File: src/rtl/uart_fifo_ctl.sv
module uart_fifo_ctl #(
  parameter int DEPTH = 16,
  parameter int DW    = 8
) (
  input  logic                         clk,
  input  logic                         rst_n,
  input  logic                         cfg_we,
  input  logic [4:0]                   cfg_wdata,
  input  logic                         stat_we,
  input  logic                         stat_wbit,
  input  logic                         tx_push,
  input  logic [DW-1:0]                tx_wdata,
  output logic                         tx_ovf,
  input  logic                         tx_pop,
  output logic [DW-1:0]                tx_rdata,
  output logic                         tx_valid,
  input  logic                         rx_push,
  input  logic [DW-1:0]                rx_wdata,
  output logic                         rx_ovf,
  input  logic                         rx_pop,
  output logic [DW-1:0]                rx_rdata,
  output logic                         rx_valid,
  output logic [$clog2(DEPTH+1)-1:0]   tx_level,
  output logic [$clog2(DEPTH+1)-1:0]   rx_level,
  output logic                         txe_flag,
  input  logic                         cts_n,
  output logic                         rts_n
);
  localparam int AW = $clog2(DEPTH);
  localparam int CW = $clog2(DEPTH+1);
  localparam logic [CW-1:0] FULL = CW'(DEPTH);
  localparam logic [AW-1:0] LAST = AW'(DEPTH-1);

  logic [1:0] thr_sel;
  logic       mdm_en, tx_flush, rx_flush;

  always_ff @(posedge clk) begin
    if (!rst_n) begin
      thr_sel  <= '0;
      mdm_en   <= 1'b0;
      tx_flush <= 1'b0;
      rx_flush <= 1'b0;
    end else if (cfg_we) begin
      thr_sel  <= cfg_wdata[1:0];
      mdm_en   <= cfg_wdata[2];
      tx_flush <= cfg_wdata[3];
      rx_flush <= cfg_wdata[4];
    end
  end

  // transmit queue
  logic [DW-1:0] tx_mem [DEPTH];
  logic [AW-1:0] tx_wp, tx_rp;
  logic [CW-1:0] tx_cnt;
  logic          tx_full, tx_wr, tx_rd, cts_ok;

  assign cts_ok   = !mdm_en || !cts_n;
  assign tx_level = tx_flush ? '0 : tx_cnt;
  assign tx_full  = (tx_cnt == FULL);
  assign tx_valid = (tx_level != '0) && cts_ok;
  assign tx_rdata = tx_mem[tx_rp];
  assign tx_ovf   = tx_push && !tx_flush && tx_full;
  assign tx_wr    = tx_push && !tx_flush && !tx_full;
  assign tx_rd    = tx_pop && tx_valid;

  always_ff @(posedge clk)
    if (tx_wr) tx_mem[tx_wp] <= tx_wdata;

  always_ff @(posedge clk) begin
    if (!rst_n || tx_flush) begin
      tx_wp  <= '0;
      tx_rp  <= '0;
      tx_cnt <= '0;
    end else begin
      if (tx_wr) tx_wp <= (tx_wp == LAST) ? '0 : tx_wp + 1'b1;
      if (tx_rd) tx_rp <= (tx_rp == LAST) ? '0 : tx_rp + 1'b1;
      tx_cnt <= tx_cnt + CW'(tx_wr) - CW'(tx_rd);
    end
  end

  // receive queue
  logic [DW-1:0] rx_mem [DEPTH];
  logic [AW-1:0] rx_wp, rx_rp;
  logic [CW-1:0] rx_cnt;
  logic          rx_full, rx_wr, rx_rd;

  assign rx_level = rx_flush ? '0 : rx_cnt;
  assign rx_full  = (rx_cnt == FULL);
  assign rx_valid = (rx_level != '0);
  assign rx_rdata = rx_mem[rx_rp];
  assign rx_ovf   = rx_push && !rx_flush && rx_full;
  assign rx_wr    = rx_push && !rx_flush && !rx_full;
  assign rx_rd    = rx_pop && rx_valid;

  always_ff @(posedge clk)
    if (rx_wr) rx_mem[rx_wp] <= rx_wdata;

  always_ff @(posedge clk) begin
    if (!rst_n || rx_flush) begin
      rx_wp  <= '0;
      rx_rp  <= '0;
      rx_cnt <= '0;
    end else begin
      if (rx_wr) rx_wp <= (rx_wp == LAST) ? '0 : rx_wp + 1'b1;
      if (rx_rd) rx_rp <= (rx_rp == LAST) ? '0 : rx_rp + 1'b1;
      rx_cnt <= rx_cnt + CW'(rx_wr) - CW'(rx_rd);
    end
  end

  assign rts_n = mdm_en && (rx_level == FULL);

  // low-water flag
  logic [CW-1:0] thr;
  logic          low;
  always_comb thr = (thr_sel == 2'b11) ? '0 : CW'((DEPTH/2) >> thr_sel);
  assign low = (tx_level <= thr);

  always_ff @(posedge clk) begin
    if (!rst_n) txe_flag <= 1'b1;
    else        txe_flag <= (txe_flag && !(stat_we && !stat_wbit)) || low;
  end

  p_level_bound_r1: assert property (@(posedge clk) disable iff (!rst_n)
    tx_cnt <= FULL && rx_cnt <= FULL);
  p_no_overflow_r3: assert property (@(posedge clk) disable iff (!rst_n)
    (tx_ovf && !tx_pop) |=> (tx_cnt == $past(tx_cnt)));
  p_tx_flush_r6: assert property (@(posedge clk) disable iff (!rst_n)
    tx_flush |=> (tx_cnt == '0));
  p_rx_flush_r7: assert property (@(posedge clk) disable iff (!rst_n)
    rx_flush |=> (rx_cnt == '0));
  p_cts_hold_r9: assert property (@(posedge clk) disable iff (!rst_n)
    (mdm_en && cts_n && !tx_flush) |=> (tx_cnt >= $past(tx_cnt)));
  p_flag_set_r4: assert property (@(posedge clk) disable iff (!rst_n)
    low |=> txe_flag);
  p_flag_sticky_r5: assert property (@(posedge clk) disable iff (!rst_n)
    (txe_flag && !(stat_we && !stat_wbit)) |=> txe_flag);
endmodule

File: config.mk
export PLATFORM = sky130hd
export DESIGN_NAME = uart_fifo_ctl
export DESIGN_NICKNAME = d
export VERILOG_FILES = /design/src/rtl/uart_fifo_ctl.sv
export SDC_FILE = /design/constraint.sdc
export NUM_CORES = 1
export LEC_CHECK = 0
export BUFFER_PORTS_ARGS = -buffer_cell sky130_fd_sc_hd__buf_2
export CAP_MARGIN = 5
export CORE_UTILIZATION = 57
export CTS_BUF_LIST = sky130_fd_sc_hd__clkbuf_2
export DETAILED_ROUTE_END_ITERATION = 10
export MAX_ROUTING_LAYER = met4
export PLACE_DENSITY = 0.88
export SLEW_MARGIN = 25
export SYNTH_ARGS = -nofsm -noshare
export SYNTH_HDL_FRONTEND = slang
export SYNTH_SLANG_ARGS = --single-unit
export TNS_END_PERCENT = 20
File: constraint.sdc
create_clock -name clk -period 3.25 [get_ports clk]
set_clock_uncertainty 0.2 [all_clocks]
set_input_delay 0.8125 -clock clk [delete_from_list [all_inputs] [get_ports clk]]
set_output_delay 0.8125 -clock clk [all_outputs]
set_load 0.005 [all_outputs]
==> reports/qor.txt <==
Run status -> finished, violations left
Violated checks -> negative setup slack
Met2 WL post-DR -> 13100 um
Hpwl dp -> 15000 um
Library cells used by synthesis -> 46
Antenna violations before repair -> 1
Post-synth EDFFs -> 256
Final antenna-violating net count -> 0
I/O pin total -> 63
Crit path cell chain -> bufbuf_16 > mux4_2 > a22oi_2 > nand2_1 > buf_2
H-tree levels -> 3
Die width -> 147 um
DRC viols -> 0
Met1 wire length -> 9720 um
Core Rows -> 52
Worst VDD drop -> 0.000448 V
Worst EP arrival -> 2470 ps
Fin crit share -> 107%
Fin Setup TNS -> -2610 ps
Synth Flop Type -> edfxtp_1
Finished Core Util -> 68.2%
Die height -> 147 um
CTS tree -> built
Clock root buffer -> clkbuf_2
Synth warnings -> 0
CTS Buf Count -> 73
WL/cell -> 21.6 um
Post-Place Cell Area -> 12800 sq um
DRT Wirelength -> 25300 um
Syn-to-layout area delta -> 16.1%
Commonest non-fill, non-tap cells in the layout -> edfxtp_1 (256), clkbuf_2 (108), mux4_2 (64)
Max Freq -> 288 MHz
Slew Limit Fails -> 0
Fin crit period -> 3480 ps
First-pass GRT wire length -> 38500 um
Core Region -> 20400 sq um
Critical path's top delay family -> multiplexers
Type of origin of the critical path -> flip-flop
Rel. slew slack -> 37.3%
Clk buf depth -> 3
Die Area -> 21600 sq um
Critical path class -> reg -> out
Cells after synthesis -> 683
CP max stage cell -> mux4_2
Synth area leader -> edfxtp_1
Non-Filler Instances -> 1172
Grt ovf -> 0
Worst hold path class -> in -> reg
Post-synthesis sequential area ratio -> 70.7%
Crit path buffers/inverters -> 2
Vias -> 6901
Req. time, crit path -> 2240 ps
Pre-antenna DRT Iters -> 4
Final setup violation count -> 16
Synthesized flop and latch total -> 296
Met3 routed WL -> 1910 um
Clk_lat worst skew -> 810 ps
CP max FO -> 8
IO Port Bufs -> 62
Pwr dens -> 634 nW/um^2
Async SR Flop Fraction -> 0%
WHS -> 131 ps
Slew at the pin closest to its max-slew limit -> 939 ps
Cell area after synthesis -> 12000 sq um
Via density -> 5.89
Unrepaired setup endpoints after global routing -> yes
Pin count of the biggest net entering global routing -> 33
Placed instance count -> 1026
Synthesized area per cell -> 17.6 sq um
Leading cell type in the layout, fill and taps excluded -> edfxtp_1
Worst-path clk slew -> 110 ps
Starting density of the core -> 58.7%
Max_cap viols -> 0
Post-Syn Nets -> 741
Vias in the first global route -> 7100
Finished Cell Area -> 13900 sq um
Layout cell share with drive strength beyond 1 -> 36.4%
RD Place Congestion -> 0.806
Largest cells by area after synthesis -> edfxtp_1 (64%), mux4_2 (12%), dfxtp_1 (6.7%)
Final-stage net count -> 904
Clk sink count -> 296
Crit end category -> output pin
DR top layer -> met4
Total track usage -> 24.9%
Top cell type's share of synthesized area -> 64.1%
Final hold vios -> 0
Fillers -> 1318
Slowest cell delay on critical path -> 540 ps
Setup WS post-layout -> -228 ps
Drt first-iter violations -> 631
P_leak -> 4.87 nW
==> final cells by class <==
cell class	count	area (sq um)	share of cell area, %
diodes	1	2.50	0.0180
clock buffers	108	541	3.88
clock inverters	22	141	1.01
inverters	37	139	0.997
multi-input cells	319	3340	24.0
flip-flops and latches	296	8500	61.0
well taps	270	338	2.42
repair buffers	119	936	6.72
==> what timing repair did <==
item / CTS / global route
pin swaps: 14 / 12
gates cloned: 5 / 1
resized for setup: 24 / 12
hold buffers: 7 / 0
endpoints found under the setup margin: 16 / 18
buffers inserted: 2 / 0
endpoints found under the hold margin: 6 / 0
==> cell usage after synthesis (all sizes together), types with 3 or more instances <==
cell	count
nand2b	6
nor2b	14
mux2i	6
nor3	17
mux4	64
dfxtp	40
nor3b	5
buf	19
edfxtp	256
nand3	8
clkbuf	12
a311oi	4
xnor2	5
o31ai	3
inv	35
a22oi	32
o211ai	3
nor2	27
a21oi	16
o21ai	6
nor4	13
and3	4
a21o	3
xor2	3
ha	25
nand2	35
==> flip-flops by register name, indices dropped and copies added, names as in the netlist, named ones only <==
name      count
tx_wp         4
mdm_en        1
rx_flush      1
rx_wp         4
tx_mem      128
tx_rp         4
thr_sel       2
rx_rp         4
tx_flush      1
tx_cnt        5
txe_flag      1
rx_cnt        5
rx_mem      128
==> path summary, 6_finish.rpt <==
kind,from,to,slack (ps),cells past startpoint
setup reg to reg,tx_cnt[1],tx_cnt[4],190,12
hold / removal,rst_n,tx_flush,130,2
setup / recovery,flip-flop,tx_rdata[2],-230,5
hold reg to reg,tx_rp[0],flip-flop,310,2
==> power breakdown <==
part	switching, W	internal [W]
logic	0.000948	0.00100
registers	0.000133	0.00427
clock network	0.00144	0.00104
==> per-layer routing <==
metal	vias to the layer above	global-route usage, %
met3	46	6.37
li1	3091	-
met2	342	40.4
met1	3422	30.0
met4	0	9.90
met5	-	-
==> logic make-up after synthesis <==
group,share of synthesized area (%)
muxes,12.5
xor gates and xnor gates,0.584
DFF,70.7
adders and majority gates,2.94
and+or+nand+nor,5.79
buffers and inverters,2.54
AOI/OAI and AO/OA,4.90
==> per-stage QoR <==
step,setup slack (ps),power [W]
finish,-228,0.00884
global route,-371,0.00929
CTS,-299,0.00886
detailed placement,46.4,0.00620
global placement,115,0.00614
floorplan,8.34,0.00569
Note: power is estimated with default switching activity, not from simulation.
